==> config.mk <==
export PLATFORM = sky130hd
export DESIGN_NAME = seg7_blank_decoder
export DESIGN_NICKNAME = d
export VERILOG_FILES = /design/src/rtl/seg7_pkg.sv /design/src/rtl/seg7_glyph.sv /design/src/rtl/seg7_pwm.sv /design/src/rtl/seg7_ripple.sv /design/src/rtl/seg7_blank_decoder.sv
export SDC_FILE = /design/constraint.sdc
export NUM_CORES = 1
export LEC_CHECK = 0
export BUFFER_PORTS_ARGS = -buffer_cell sky130_fd_sc_hd__buf_2
export CORE_MARGIN = 1.5
export CORE_UTILIZATION = 50
export DETAILED_ROUTE_END_ITERATION = 16
export PLACE_DENSITY_LB_ADDON = 0.2
export SYNTH_ARGS = -nofsm -noshare
export SYNTH_HDL_FRONTEND = slang
export SYNTH_SLANG_ARGS = --single-unit
==> constraint.sdc <==
create_clock -name clk -period 3.7 [get_ports clk]
set_input_delay 0.74 -clock clk [delete_from_list [all_inputs] [get_ports clk]]
set_output_delay 0.74 -clock clk [all_outputs]
set_load 0.02 [all_outputs]
==> src/rtl/seg7_pkg.sv <==
package seg7_pkg;
  localparam int SEG_W = 7;
  typedef logic [SEG_W-1:0] seg_t;
  localparam seg_t SEG_DARK = '0;

  // decimal glyphs, segment a on bit 0 through g on bit 6
  function automatic seg_t decimal_glyph(input logic [3:0] code);
    seg_t g;
    case (code)
      4'd0: g = 7'h3F;
      4'd1: g = 7'h06;
      4'd2: g = 7'h5B;
      4'd3: g = 7'h4F;
      4'd4: g = 7'h66;
      4'd5: g = 7'h6D;
      4'd6: g = 7'h7D;
      4'd7: g = 7'h07;
      4'd8: g = 7'h7F;
      4'd9: g = 7'h6F;
      default: g = SEG_DARK;
    endcase
    return g;
  endfunction

  // letter glyphs for codes 10..15
  function automatic seg_t letter_glyph(input logic [3:0] code);
    seg_t g;
    case (code)
      4'd10: g = 7'h77;
      4'd11: g = 7'h7C;
      4'd12: g = 7'h39;
      4'd13: g = 7'h5E;
      4'd14: g = 7'h79;
      4'd15: g = 7'h71;
      default: g = SEG_DARK;
    endcase
    return g;
  endfunction

  function automatic logic is_letter(input logic [3:0] code);
    return code > 4'd9;
  endfunction
endpackage

==> src/rtl/seg7_glyph.sv <==
module seg7_glyph
  import seg7_pkg::*;
#(
  parameter bit HEX_MODE = 1'b0
) (
  input  logic [3:0] code,
  output seg_t       glyph,
  output logic       letter_code
);
  assign letter_code = is_letter(code);

  generate
    if (HEX_MODE) begin : g_hex
      assign glyph = letter_code ? letter_glyph(code) : decimal_glyph(code);
    end else begin : g_dec
      assign glyph = letter_code ? SEG_DARK : decimal_glyph(code);
    end
  endgenerate
endmodule

==> src/rtl/seg7_pwm.sv <==
module seg7_pwm #(
  parameter int LEVEL_W = 8
) (
  input  logic               clk,
  input  logic               rst_n,
  input  logic [LEVEL_W-1:0] level,
  output logic               pwm_on,
  output logic [LEVEL_W-1:0] phase
);
  always_ff @(posedge clk or negedge rst_n) begin
    if (!rst_n) phase <= '0;
    else        phase <= phase + 1'b1;
  end

  assign pwm_on = phase < level;

  // counter steps by one each cycle, wrapping naturally
  a_r7_phase_step: assert property (@(posedge clk) disable iff (!rst_n)
    (phase != '1) |=> (phase == $past(phase) + 1'b1));
  a_r7_phase_wrap: assert property (@(posedge clk) disable iff (!rst_n)
    (phase == '1) |=> (phase == '0));
endmodule

==> src/rtl/seg7_ripple.sv <==
module seg7_ripple #(
  parameter int DIGIT_W = 4
) (
  input  logic [DIGIT_W-1:0] digit,
  input  logic               rbi_n,
  output logic               rbo_n,
  output logic               zero_suppress
);
  assign zero_suppress = !rbi_n && (digit == '0);
  assign rbo_n         = !zero_suppress;
endmodule

==> src/rtl/seg7_blank_decoder.sv <==
module seg7_blank_decoder
  import seg7_pkg::*;
#(
  parameter bit HEX_MODE = 1'b0,
  parameter int DIGIT_W  = 4,
  parameter int LEVEL_W  = 8
) (
  input  logic               clk,
  input  logic               rst_n,
  input  logic [DIGIT_W-1:0] digit,
  input  logic               blank_n,
  input  logic               rbi_n,
  input  logic [LEVEL_W-1:0] level,
  output logic [SEG_W-1:0]   seg,
  output logic               rbo_n
);
  seg_t               glyph;
  logic               letter_code;
  logic               zero_suppress;
  logic               pwm_on;
  logic [LEVEL_W-1:0] phase;
  logic               force_dark;
  seg_t               seg_d;
  seg_t               seg_q;

  seg7_glyph #(.HEX_MODE(HEX_MODE)) u_glyph (
    .code        (digit[3:0]),
    .glyph       (glyph),
    .letter_code (letter_code)
  );

  seg7_ripple #(.DIGIT_W(DIGIT_W)) u_ripple (
    .digit         (digit),
    .rbi_n         (rbi_n),
    .rbo_n         (rbo_n),
    .zero_suppress (zero_suppress)
  );

  seg7_pwm #(.LEVEL_W(LEVEL_W)) u_pwm (
    .clk    (clk),
    .rst_n  (rst_n),
    .level  (level),
    .pwm_on (pwm_on),
    .phase  (phase)
  );

  assign force_dark = !blank_n || zero_suppress || !pwm_on;
  assign seg_d      = force_dark ? SEG_DARK : glyph;

  always_ff @(posedge clk or negedge rst_n) begin
    if (!rst_n) seg_q <= SEG_DARK;
    else        seg_q <= seg_d;
  end

  assign seg = seg_q;

  // forced-dark input darkens the next output
  a_r2_blank_dark: assert property (@(posedge clk) disable iff (!rst_n)
    !blank_n |=> (seg == '0));
  // suppressed zero is dark on the next output
  a_r3_zero_dark: assert property (@(posedge clk) disable iff (!rst_n)
    zero_suppress |=> (seg == '0));
  // nonzero decimal digit survives a low rbi_n
  a_r3_nonzero_shown: assert property (@(posedge clk) disable iff (!rst_n)
    (!rbi_n && blank_n && pwm_on && !letter_code && digit != '0) |=> (seg != '0));
  // rbo_n can only go low while rbi_n is low
  a_r4_rbo_needs_rbi: assert property (@(posedge clk) disable iff (!rst_n)
    rbi_n |-> rbo_n);
  // pwm off phase gives a dark output
  a_r7_pwm_dark: assert property (@(posedge clk) disable iff (!rst_n)
    !pwm_on |=> (seg == '0));
  // level zero is always dark
  a_r7_level_zero: assert property (@(posedge clk) disable iff (!rst_n)
    (level == '0) |=> (seg == '0));

  generate
    if (!HEX_MODE) begin : g_dec_chk
      // letter codes are dark without hex mode
      a_r5_letters_dark: assert property (@(posedge clk) disable iff (!rst_n)
        letter_code |=> (seg == '0));
    end else begin : g_hex_chk
      // letter codes light something in hex mode when enabled
      a_r6_letters_lit: assert property (@(posedge clk) disable iff (!rst_n)
        (letter_code && blank_n && pwm_on) |=> (seg != '0));
    end
  endgenerate
endmodule

==> results_dict.tcl <==
set metrics [dict create \
    outcome "finished clean" \
    wire_per_inst_um 10.78 \
    timing.rr.start "u_pwm.phase[5]$_DFF_PN0_" \
    io-pin-count 24 \
    globalplace.congestion 0.7702 \
    tightest_slew_ns 0.3852 \
    synth-edff-count 0 \
    synth_area_leaders "dfrtp_1, ha_1, inv_1, xnor2_1, a21oi_1" \
    endpoint_kind "output pin" \
    power_switching_uw 86.96 \
    grt_usage 0.1715 \
    tritoncts "built" \
    hold_viol 0 \
    synthFlopType "dfrtp_1" \
    synth.most_common_cell "dfrtp_1" \
    clk_pin_slew_ns 0.09 \
    syn_to_final_growth_pct 19.49 \
    slew_violations 0 \
    grt_overflow 0 \
    die_y_um 45.24 \
    synth_nets 116 \
    crit_path_start_kind "primary input" \
    r2r_cells 5 \
    cts_hold_buf 0 \
    yosys_warnings 0 \
    grt_max_degree 16 \
    cp.required_ns 2.96 \
    drcViolationCount 0 \
    r2r_end "seg[6]$_DFF_PN0_" \
    drive_above_1_share 0.2743 \
    synth_top_area_share 0.4208 \
    post_cts_buffers 0 \
    min_period_over_period 0.6330 \
    die_width_um 45.24 \
    first_pass_iters 3 \
    htree_num_levels 1 \
    clock_sink_count 15 \
    initial_core_util 0.5223 \
    relSlewSlack 0.7432 \
    clockBufferDepth 2 \
    vdd_drop_max_uv 188.7 \
    crit_path_start "digit[1]" \
    cap_violations 0 \
    rows 15 \
    coreArea_um2 1708 \
    grt_pass1_wl_um 2470 \
    io_buffers 23 \
    ys_async_sr_fraction 1.000 \
    rsz0062_at_grt "no" \
    worstHoldPathType "in -> async" \
    fin_crit_ns 2.342 \
    p_int_uw 229.6 \
    insertion_delay_ns 0.28 \
    dpl.hpwl_um 1274 \
    grt_pass1_vias 625 \
    crit_arrival_ns 1.60 \
    yosysUniqueCellTypes 26 \
    power_density_nw_per_um2 296.9 \
    skew_ns 0.003299 \
    antenna_found_initial 0 \
    seqPwrFrac 0.536 \
    leakagePower_uw 0.0005839 \
    worstSetupPathType "in -> out" \
    ys_seq_elements 15 \
    vias 667 \
    drt-vias-per-instance 4.833 \
    ys_seq_area_frac 0.4208 \
    numCtsBuffers 3 \
    synth_commonest_cells "dfrtp_1, ha_1, inv_1, nand2_1" \
    netSwitchingFraction 0.2747 \
    ant_nets 0 \
    pwr-share-comb 0.167 \
    synth_area_per_cell_um2 10.37 \
    synth_area_leader_cell "dfrtp_1" \
    finalWirelength_um 1487 \
    die-area_um2 2047 \
    root_buffer "clkbuf_4" \
    fin_util 0.6242 \
    crit_path_end "rbo_n" \
    diodes 0 \
    clkPwrFrac 0.297 \
    cts_repair_resize_count 0 \
    layout.nets 144 \
    setup_viol 0 \
    fmax_mhz 427.0 \
    synthesis.area_um2 892.1 \
    drt-initial-drc-count 2 \
    worstPathMaxFanout 5 \
    finalSetupTns_ns 0 \
    r2r_slack_ns 1.94 \
    syn_inst 86 \
]
==> power groups by stage <==
stage               Sequential, uW  Clock [uW]  Combinational [uW]
floorplan                      180           0                23.5
global placement               173           0                52.6
detailed placement             173           0                54.0
CTS                            170        98.7                54.3
global route                   170         104                59.9
finish                         170        93.9                53.0
==> critical path, stage by stage <==
cell	delay (ns)
buf_2	0.13
inv_1	0.12
ha_1	0.16
nor2b_2	0.24
nand2_1	0.07
buf_2	0.16
==> registers in the layout (all words and copies together), names as in the netlist <==
name	count
seg	7
u_pwm.phase	8
==> cell families after synthesis <==
logic type,count (synthesis),share of synthesized area
AND/OR/NAND/NOR,26,0.1529
flip-flops,15,0.4208
AO/OA/AOI/OAI,14,0.1248
adder cells (fa/ha/maj),14,0.1964
buffers and inverters,11,0.04628
XOR/XNOR,6,0.05891
==> area by class of cell <==
cell class | count | area, um^2
clock inverter | 1 | 5.005
sequential | 15 | 375.4
clock buffer | 3 | 22.52
multi-input combinational | 60 | 475.5
inverter | 11 | 41.29
timing repair buffer | 23 | 115.1
fill | 161 | 641.9
tap | 25 | 31.28
==> worst min-delay path by stage <==
stage / depth (start not counted) / end / slack [ns] / from
2_1_floorplan: 0 / seg[0]$_DFF_PN0_ / 0.44 / rst_n
3_3_place_gp: 1 / u_pwm.phase[7]$_DFF_PN0_ / 0.47 / u_pwm.phase[7]$_DFF_PN0_
3_5_place_dp: 1 / u_pwm.phase[0]$_DFF_PN0_ / 0.48 / u_pwm.phase[0]$_DFF_PN0_
4_1_cts: 1 / u_pwm.phase[4]$_DFF_PN0_ / 0.34 / rst_n
5_1_grt: 1 / u_pwm.phase[2]$_DFF_PN0_ / 0.36 / rst_n
6_report: 1 / u_pwm.phase[4]$_DFF_PN0_ / 0.34 / rst_n
==> placed cells by master (no fill, tap or decap) <==
master,n
nand4_1,1
o21ai_0,1
o31a_1,1
ha_1,14
o221ai_2,1
clkinv_2,1
nor3b_1,1
a211o_1,1
o21bai_1,2
a21oi_1,5
xnor2_1,4
a221oi_2,1
nor3_1,5
and3_1,1
clkbuf_4,3
and4_1,1
nor2b_2,1
or3_1,1
inv_1,11
a211oi_2,1
nor2_1,4
nand2_1,6
or2b_1,1
nand2b_1,2
xor2_1,2
dfrtp_1,15
nand3_1,2
buf_2,23
a31oi_1,1
==> per-stage QoR <==
step / worst slack (ns) / cell area, um^2 / hold WS (ns) / instances / power (uW)
finish: 1.358 / 1066 / 0.3405 / 138 / 316.5
global route: 1.238 / 1066 / 0.3590 / 138 / 333.8
CTS: 1.349 / 1066 / 0.3401 / 138 / 322.8
detailed placement: 1.357 / 1039 / 0.4763 / 134 / 227.1
global placement: 1.399 / 1039 / 0.4727 / 134 / 225.5
floorplan: 1.631 / 892.1 / 0.4444 / 86 / 203.3
==> metal layers <==
metal / wire, um / vias up / global-route usage
li1: - / 351 / -
met1: 639 / 296 / 0.1843
met2: 766 / 18 / 0.3171
met3: 67 / 2 / 0.02800
met4: 14 / 0 / 0.08824
met5: 0 / - / 0
No activity file was read; power rests on OpenSTA's default activity.
